<file path="src/rtl/can_errflag_pkg.sv">
package can_errflag_pkg;

  typedef enum logic [1:0] {
    ST_ACTIVE  = 2'd0,
    ST_PASSIVE = 2'd1,
    ST_BUSOFF  = 2'd2,
    ST_HALT    = 2'd3
  } node_state_e;

  localparam int FLAG_W    = 3;
  localparam int FLAG_PASS = 0;
  localparam int FLAG_BOFF = 1;
  localparam int FLAG_OVL  = 2;

  // control -> datapath strobes
  typedef struct packed {
    logic setBusOff;
    logic setPassive;
    logic recovRun;
  } ctrl_strobe_t;

  // datapath -> control status
  typedef struct packed {
    logic tecBusOff;
    logic errPassive;
    logic recovDone;
  } dp_status_t;

endpackage

</file>
<file path="src/rtl/can_errflag_dp.sv">
module can_errflag_dp
  import can_errflag_pkg::*;
#(
  parameter int CNT_W         = 9,
  parameter int PASSIVE_LIMIT = 128,
  parameter int BUSOFF_LIMIT  = 256,
  parameter int RUN_LEN       = 11,
  parameter int RECOV_SEQS    = 128
) (
  input  logic              clk,
  input  logic              rst,
  input  logic [CNT_W-1:0]  tecIn,
  input  logic [CNT_W-1:0]  recIn,
  input  logic              forcePassive,
  input  logic              bitStrobe,
  input  logic              bitRecessive,
  input  logic              overloadDet,
  input  logic              flagWrEn,
  input  logic [FLAG_W-1:0] flagWrData,
  input  ctrl_strobe_t      strobes,
  output dp_status_t        status,
  output logic [FLAG_W-1:0] irqFlags
);

  localparam int RUN_W = $clog2(RUN_LEN);
  localparam int SEQ_W = $clog2(RECOV_SEQS + 1);
  localparam logic [CNT_W-1:0] PASS_TH = CNT_W'(PASSIVE_LIMIT);
  localparam logic [CNT_W-1:0] BOFF_TH = CNT_W'(BUSOFF_LIMIT);
  localparam logic [RUN_W-1:0] RUN_LAST = RUN_W'(RUN_LEN - 1);
  localparam logic [SEQ_W-1:0] SEQ_LAST = SEQ_W'(RECOV_SEQS - 1);

  // threshold comparators
  logic tecPassive, recPassive;
  always_comb begin
    tecPassive        = (tecIn >= PASS_TH);
    recPassive        = (recIn >= PASS_TH);
    status.tecBusOff  = (tecIn >= BOFF_TH);
    status.errPassive = tecPassive | recPassive | forcePassive;
  end

  // bus-off recovery: recessive run counter and sequence counter
  logic [RUN_W-1:0] runCnt;
  logic [SEQ_W-1:0] seqCnt;
  logic runEnd;

  always_comb begin
    runEnd           = bitStrobe & bitRecessive & (runCnt == RUN_LAST);
    status.recovDone = strobes.recovRun & runEnd & (seqCnt == SEQ_LAST);
  end

  always_ff @(posedge clk) begin
    if (rst || !strobes.recovRun) begin
      runCnt <= '0;
      seqCnt <= '0;
    end else if (bitStrobe) begin
      if (!bitRecessive) begin
        runCnt <= '0;
      end else if (runEnd) begin
        runCnt <= '0;
        seqCnt <= seqCnt + 1'b1;
      end else begin
        runCnt <= runCnt + 1'b1;
      end
    end
  end

  // sticky flag register, set wins over clear
  logic [FLAG_W-1:0] setMask, clrMask;
  always_comb begin
    setMask            = '0;
    setMask[FLAG_OVL]  = overloadDet;
    setMask[FLAG_BOFF] = strobes.setBusOff;
    setMask[FLAG_PASS] = strobes.setPassive;
    clrMask            = flagWrEn ? flagWrData : '0;
  end

  always_ff @(posedge clk) begin
    if (rst) irqFlags <= '0;
    else     irqFlags <= (irqFlags & ~clrMask) | setMask;
  end

endmodule

</file>
<file path="src/rtl/can_errflag_ctrl.sv">
module can_errflag_ctrl
  import can_errflag_pkg::*;
(
  input  logic         clk,
  input  logic         rst,
  input  logic         haltReq,
  input  logic         overloadDet,
  input  logic         listenOnly,
  input  dp_status_t   status,
  output ctrl_strobe_t strobes,
  output logic [1:0]   nodeState,
  output logic         overloadTxReq
);

  node_state_e stateQ, stateD;

  always_comb begin
    stateD             = stateQ;
    strobes.setBusOff  = 1'b0;
    strobes.setPassive = 1'b0;
    strobes.recovRun   = (stateQ == ST_BUSOFF);
    unique case (stateQ)
      ST_ACTIVE, ST_PASSIVE: begin
        if (status.tecBusOff) begin
          stateD            = ST_BUSOFF;
          strobes.setBusOff = 1'b1;
        end else if (haltReq) begin
          stateD = ST_HALT;
        end else if (status.errPassive) begin
          stateD             = ST_PASSIVE;
          strobes.setPassive = (stateQ != ST_PASSIVE);
        end else begin
          stateD = ST_ACTIVE;
        end
      end
      ST_BUSOFF: begin
        if (haltReq) begin
          stateD            = ST_HALT;
          strobes.setBusOff = 1'b1;
        end else if (status.recovDone) begin
          stateD            = ST_ACTIVE;
          strobes.setBusOff = 1'b1;
        end
      end
      ST_HALT: begin
        if (!haltReq) stateD = ST_ACTIVE;
      end
      default: stateD = ST_ACTIVE;
    endcase
  end

  always_ff @(posedge clk) begin
    if (rst) stateQ <= ST_ACTIVE;
    else     stateQ <= stateD;
  end

  always_comb begin
    nodeState     = stateQ;
    overloadTxReq = overloadDet & ~listenOnly &
                    ((stateQ == ST_ACTIVE) || (stateQ == ST_PASSIVE));
  end

endmodule

</file>
<file path="src/rtl/can_errflag_unit.sv">
module can_errflag_unit
  import can_errflag_pkg::*;
#(
  parameter int CNT_W         = 9,
  parameter int PASSIVE_LIMIT = 128,
  parameter int BUSOFF_LIMIT  = 256,
  parameter int RUN_LEN       = 11,
  parameter int RECOV_SEQS    = 128
) (
  input  logic             clk,
  input  logic             rst,
  input  logic [CNT_W-1:0] tecIn,
  input  logic [CNT_W-1:0] recIn,
  input  logic             bitStrobe,
  input  logic             bitRecessive,
  input  logic             overloadDet,
  input  logic             listenOnly,
  input  logic             forcePassive,
  input  logic             haltReq,
  input  logic             flagWrEn,
  input  logic [2:0]       flagWrData,
  output logic [1:0]       nodeState,
  output logic [2:0]       irqFlags,
  output logic             overloadTxReq
);

  ctrl_strobe_t strobes;
  dp_status_t   status;

  can_errflag_ctrl u_ctrl (
    .clk           (clk),
    .rst           (rst),
    .haltReq       (haltReq),
    .overloadDet   (overloadDet),
    .listenOnly    (listenOnly),
    .status        (status),
    .strobes       (strobes),
    .nodeState     (nodeState),
    .overloadTxReq (overloadTxReq)
  );

  can_errflag_dp #(
    .CNT_W         (CNT_W),
    .PASSIVE_LIMIT (PASSIVE_LIMIT),
    .BUSOFF_LIMIT  (BUSOFF_LIMIT),
    .RUN_LEN       (RUN_LEN),
    .RECOV_SEQS    (RECOV_SEQS)
  ) u_dp (
    .clk          (clk),
    .rst          (rst),
    .tecIn        (tecIn),
    .recIn        (recIn),
    .forcePassive (forcePassive),
    .bitStrobe    (bitStrobe),
    .bitRecessive (bitRecessive),
    .overloadDet  (overloadDet),
    .flagWrEn     (flagWrEn),
    .flagWrData   (flagWrData),
    .strobes      (strobes),
    .status       (status),
    .irqFlags     (irqFlags)
  );

endmodule

</file>
<file path="config.mk">
export PLATFORM = sky130hd
export DESIGN_NAME = can_errflag_unit
export DESIGN_NICKNAME = d
export VERILOG_FILES = /design/src/rtl/can_errflag_pkg.sv /design/src/rtl/can_errflag_dp.sv /design/src/rtl/can_errflag_ctrl.sv /design/src/rtl/can_errflag_unit.sv
export SDC_FILE = /design/constraint.sdc
export NUM_CORES = 1
export LEC_CHECK = 0
export ABC_AREA = 0
export BUFFER_PORTS_ARGS = -buffer_cell sky130_fd_sc_hd__buf_4
export CAP_MARGIN = 30
export CORE_AREA = 2 2 47 49
export DETAILED_ROUTE_END_ITERATION = 8
export DIE_AREA = 0 0 49 51
export GPL_TIMING_DRIVEN = 1
export PLACE_DENSITY = 0.74
export SLEW_MARGIN = 20
export SYNTH_ARGS = -nofsm -noshare
export SYNTH_HDL_FRONTEND = slang
export SYNTH_SLANG_ARGS = --single-unit
</file>
<file path="constraint.sdc">
create_clock -name clk -period 1.7 [get_ports clk]
set_input_delay 0.425 -clock clk [delete_from_list [all_inputs] [get_ports clk]]
set_output_delay 0.425 -clock clk [all_outputs]
set_load 0.01 [all_outputs]
</file>
==> metrics.txt <==
status=completed; CP max stage cell=or4_1; WL final=between 1500 and 2000 um; number of global-route vias before repair=818; Yosys reg bits=17; Worst-Margin Slew=0.458 ns; die area=roughly 2500 um2; detailed-route via count=between 800 and 900; pwr/cell area=roughly 700 nW/um2; total CTS buffers=3; RSZ-0062 raised after global routing=false; DRC viols=0; FF+latch area=around 340 um2; HP Class=in -> reg; most frequent cell after synthesis=dfxtp_1; P_leak=0.428 nW; hold buffers post-CTS=0; Crit. End Element=flip-flop; top post-synthesis cells by count=dfxtp_1, a21oi_1, nand2_1; fmax=between 600 and 700 MHz; global-route usage over all layers=17.4%; global-route wire length before repair=3380 um; Clock Skew=between 0.007 and 0.008 ns; Async S/R FF share, synth=0%; routed len/inst=~13 um; First-pass DRT Iterations=4; Hold Slack=about 0.33 ns; std cell rows=17; Post-synth EDFFs=0; GR Overflow Total=0; fill cell count=approximately 210; Die H=slightly above 50 um; Final GP Congestion=just over 0.8; critical path startpoint category=flip-flop; setup violators final=0; max layer used=met4; met3 WL=~90 um; post_cts resized=0; setup TNS=0 ns; ant diodes=0; initial DRC count=33; Slowest Stage Delay on Critical Path=0.53 ns; Final Hold Fails=0; synthesized area=slightly below 900 um2; Worst-path clk slew=0.10 ns; CP Class=reg -> reg; crit path max fanout=17; Clk Latency, worst-skew pair=around 0.29 ns; worst IR drop on VDD=around 0.00048 V; area grow syn2layout=24.4%; most area-consuming cells after synthesis=dfxtp_1, a21oi_1, ha_1; H-tree Lvls=1; Cells after Synth=approximately 100; Post-Syn Nets=135; Initial Util=a little over two fifths; critical path arrival=approximately 1.8 ns; CTS root buf=clkbuf_4; synthesized area per cell=roughly 8.5 um2; Max Cap Viol=0; pins over their slew limit=0; clock sink count=17; final worst path period share=a little over nine tenths; initial antenna violation count=0; synthesis warning total=0; Synth cell types=30; # Post-CTS Setup Buffers=0; register area share after synthesis=a little under 40%; core area=~2100 um2; clock buffer depth=2; vias per cell=around 5.6; Die X=~49 um; IO Count=36; Multi-input gate area=about 500 um2; post-synth top area cell=dfxtp_1; Post-DP HPWL=~1400 um; CTS tree=yes; Total Power=approximately 750 uW; number of nets with antenna violations after routing=0; largest net degree at the start of global routing=18; top_reg_cell synth=dfxtp_1; Worst Path Required=roughly 1.9 ns; crit-path cells=inv_1, ha_1, nand3b_4, or4_1, a21oi_1; port bufs=21; share of the synthesized area in the top cell type=between 30 and 40%; relative slew slack=69.4%; fin crit period=between 1.5 and 2 ns; final net count=approximately 160; met2 WL=899 um; share of cells above drive strength 1=21.6%; wire length on met1=904 um
[logic make-up after synthesis]
group	Yosys count	synth area share [%]
adder cells (fa/ha/maj)	3	4.32
AO/OA/AOI/OAI	25	17.7
AND/OR/NAND/NOR	47	33.0
buffers and inverters	8	3.46
multiplexers	2	2.31
flip-flops	17	39.2
[report_power, final]
part           switching [mW]  internal [mW]  total (mW)  leakage, nW
combinational          0.0496         0.0578       0.107        0.275
sequential            0.00956          0.409       0.419        0.138
clock                   0.128         0.0914       0.219       0.0150
[final timing paths]
path | to | start | slack (ns) | depth (start not counted)
max | u_dp.seqCnt[6] | u_dp.runCnt[0] | 0.11 | 5
min | u_dp.irqFlags[2] | rst | 0.33 | 2
max reg2reg | u_dp.seqCnt[6] | u_dp.runCnt[0] | 0.11 | 5
min reg2reg | u_dp.seqCnt[7] | u_dp.seqCnt[7] | 0.49 | 2
[through the flow]
| step | std cells | area [um2] | utilization [%] | worst slack (ns) |
|---|---|---|---|---|
| finish | 153 | 1080 | 52.3 | 0.107 |
| global route | 153 | 1080 | 52.3 | 0.00190 |
| CTS | 153 | 1080 | 52.3 | 0.118 |
| detailed placement | 149 | 1050 | 51.1 | 0.125 |
| global placement | 149 | 1050 | 51.1 | 0.187 |
| floorplan | 102 | 868 | - | 0.328 |
[critical path, delay by kind of cell (launching register included)]
family	cells	cell delay (ns)
simple gates	2	0.72
buf+inv	1	0.09
flops	1	0.35
compound gates	1	0.14
fa+ha+maj	1	0.22
[layout make-up]
class | count | area share (%)
sequential | 17 | 31.5
tap | 28 | 3.24
multi-input combinational | 77 | 46.1
inverter | 6 | 2.09
timing repair buffer | 21 | 14.6
clock buffer | 4 | 2.43
[layer usage]
metal  up-vias  global-route usage [%]
met1       404                    21.8
met3         3                    2.92
li1        428                       -
met5         -                       0
met2        22                    29.0
met4         0                    8.57
[registers in the layout, summed over array words and instances (netlist names)]
register / count
u_dp.irqFlags: 3
u_dp.runCnt: 4
u_ctrl.nodeState: 2
u_dp.seqCnt: 8
[layout by cell type, fill, tap and decap left out, types with 2 or more instances in the layout]
master / netlist / final
buf_4: 0 / 21
dfxtp_1: 17 / 17
a21oi_1: 11 / 11
nand2_1: 9 / 9
inv_1: 6 / 6
nand3_1: 6 / 6
nor2_1: 5 / 5
nand2b_1: 4 / 4
or4_1: 4 / 4
o31ai_1: 4 / 4
or3_1: 3 / 3
o21ai_0: 3 / 3
nand4_1: 3 / 3
ha_1: 3 / 3
clkbuf_4: 0 / 3
nor3b_1: 2 / 2
nor4_1: 2 / 2
mux2i_1: 2 / 2
a31oi_1: 2 / 2
nand4b_1: 2 / 2
and4_1: 2 / 2
Note: power is estimated with default switching activity, not from simulation.
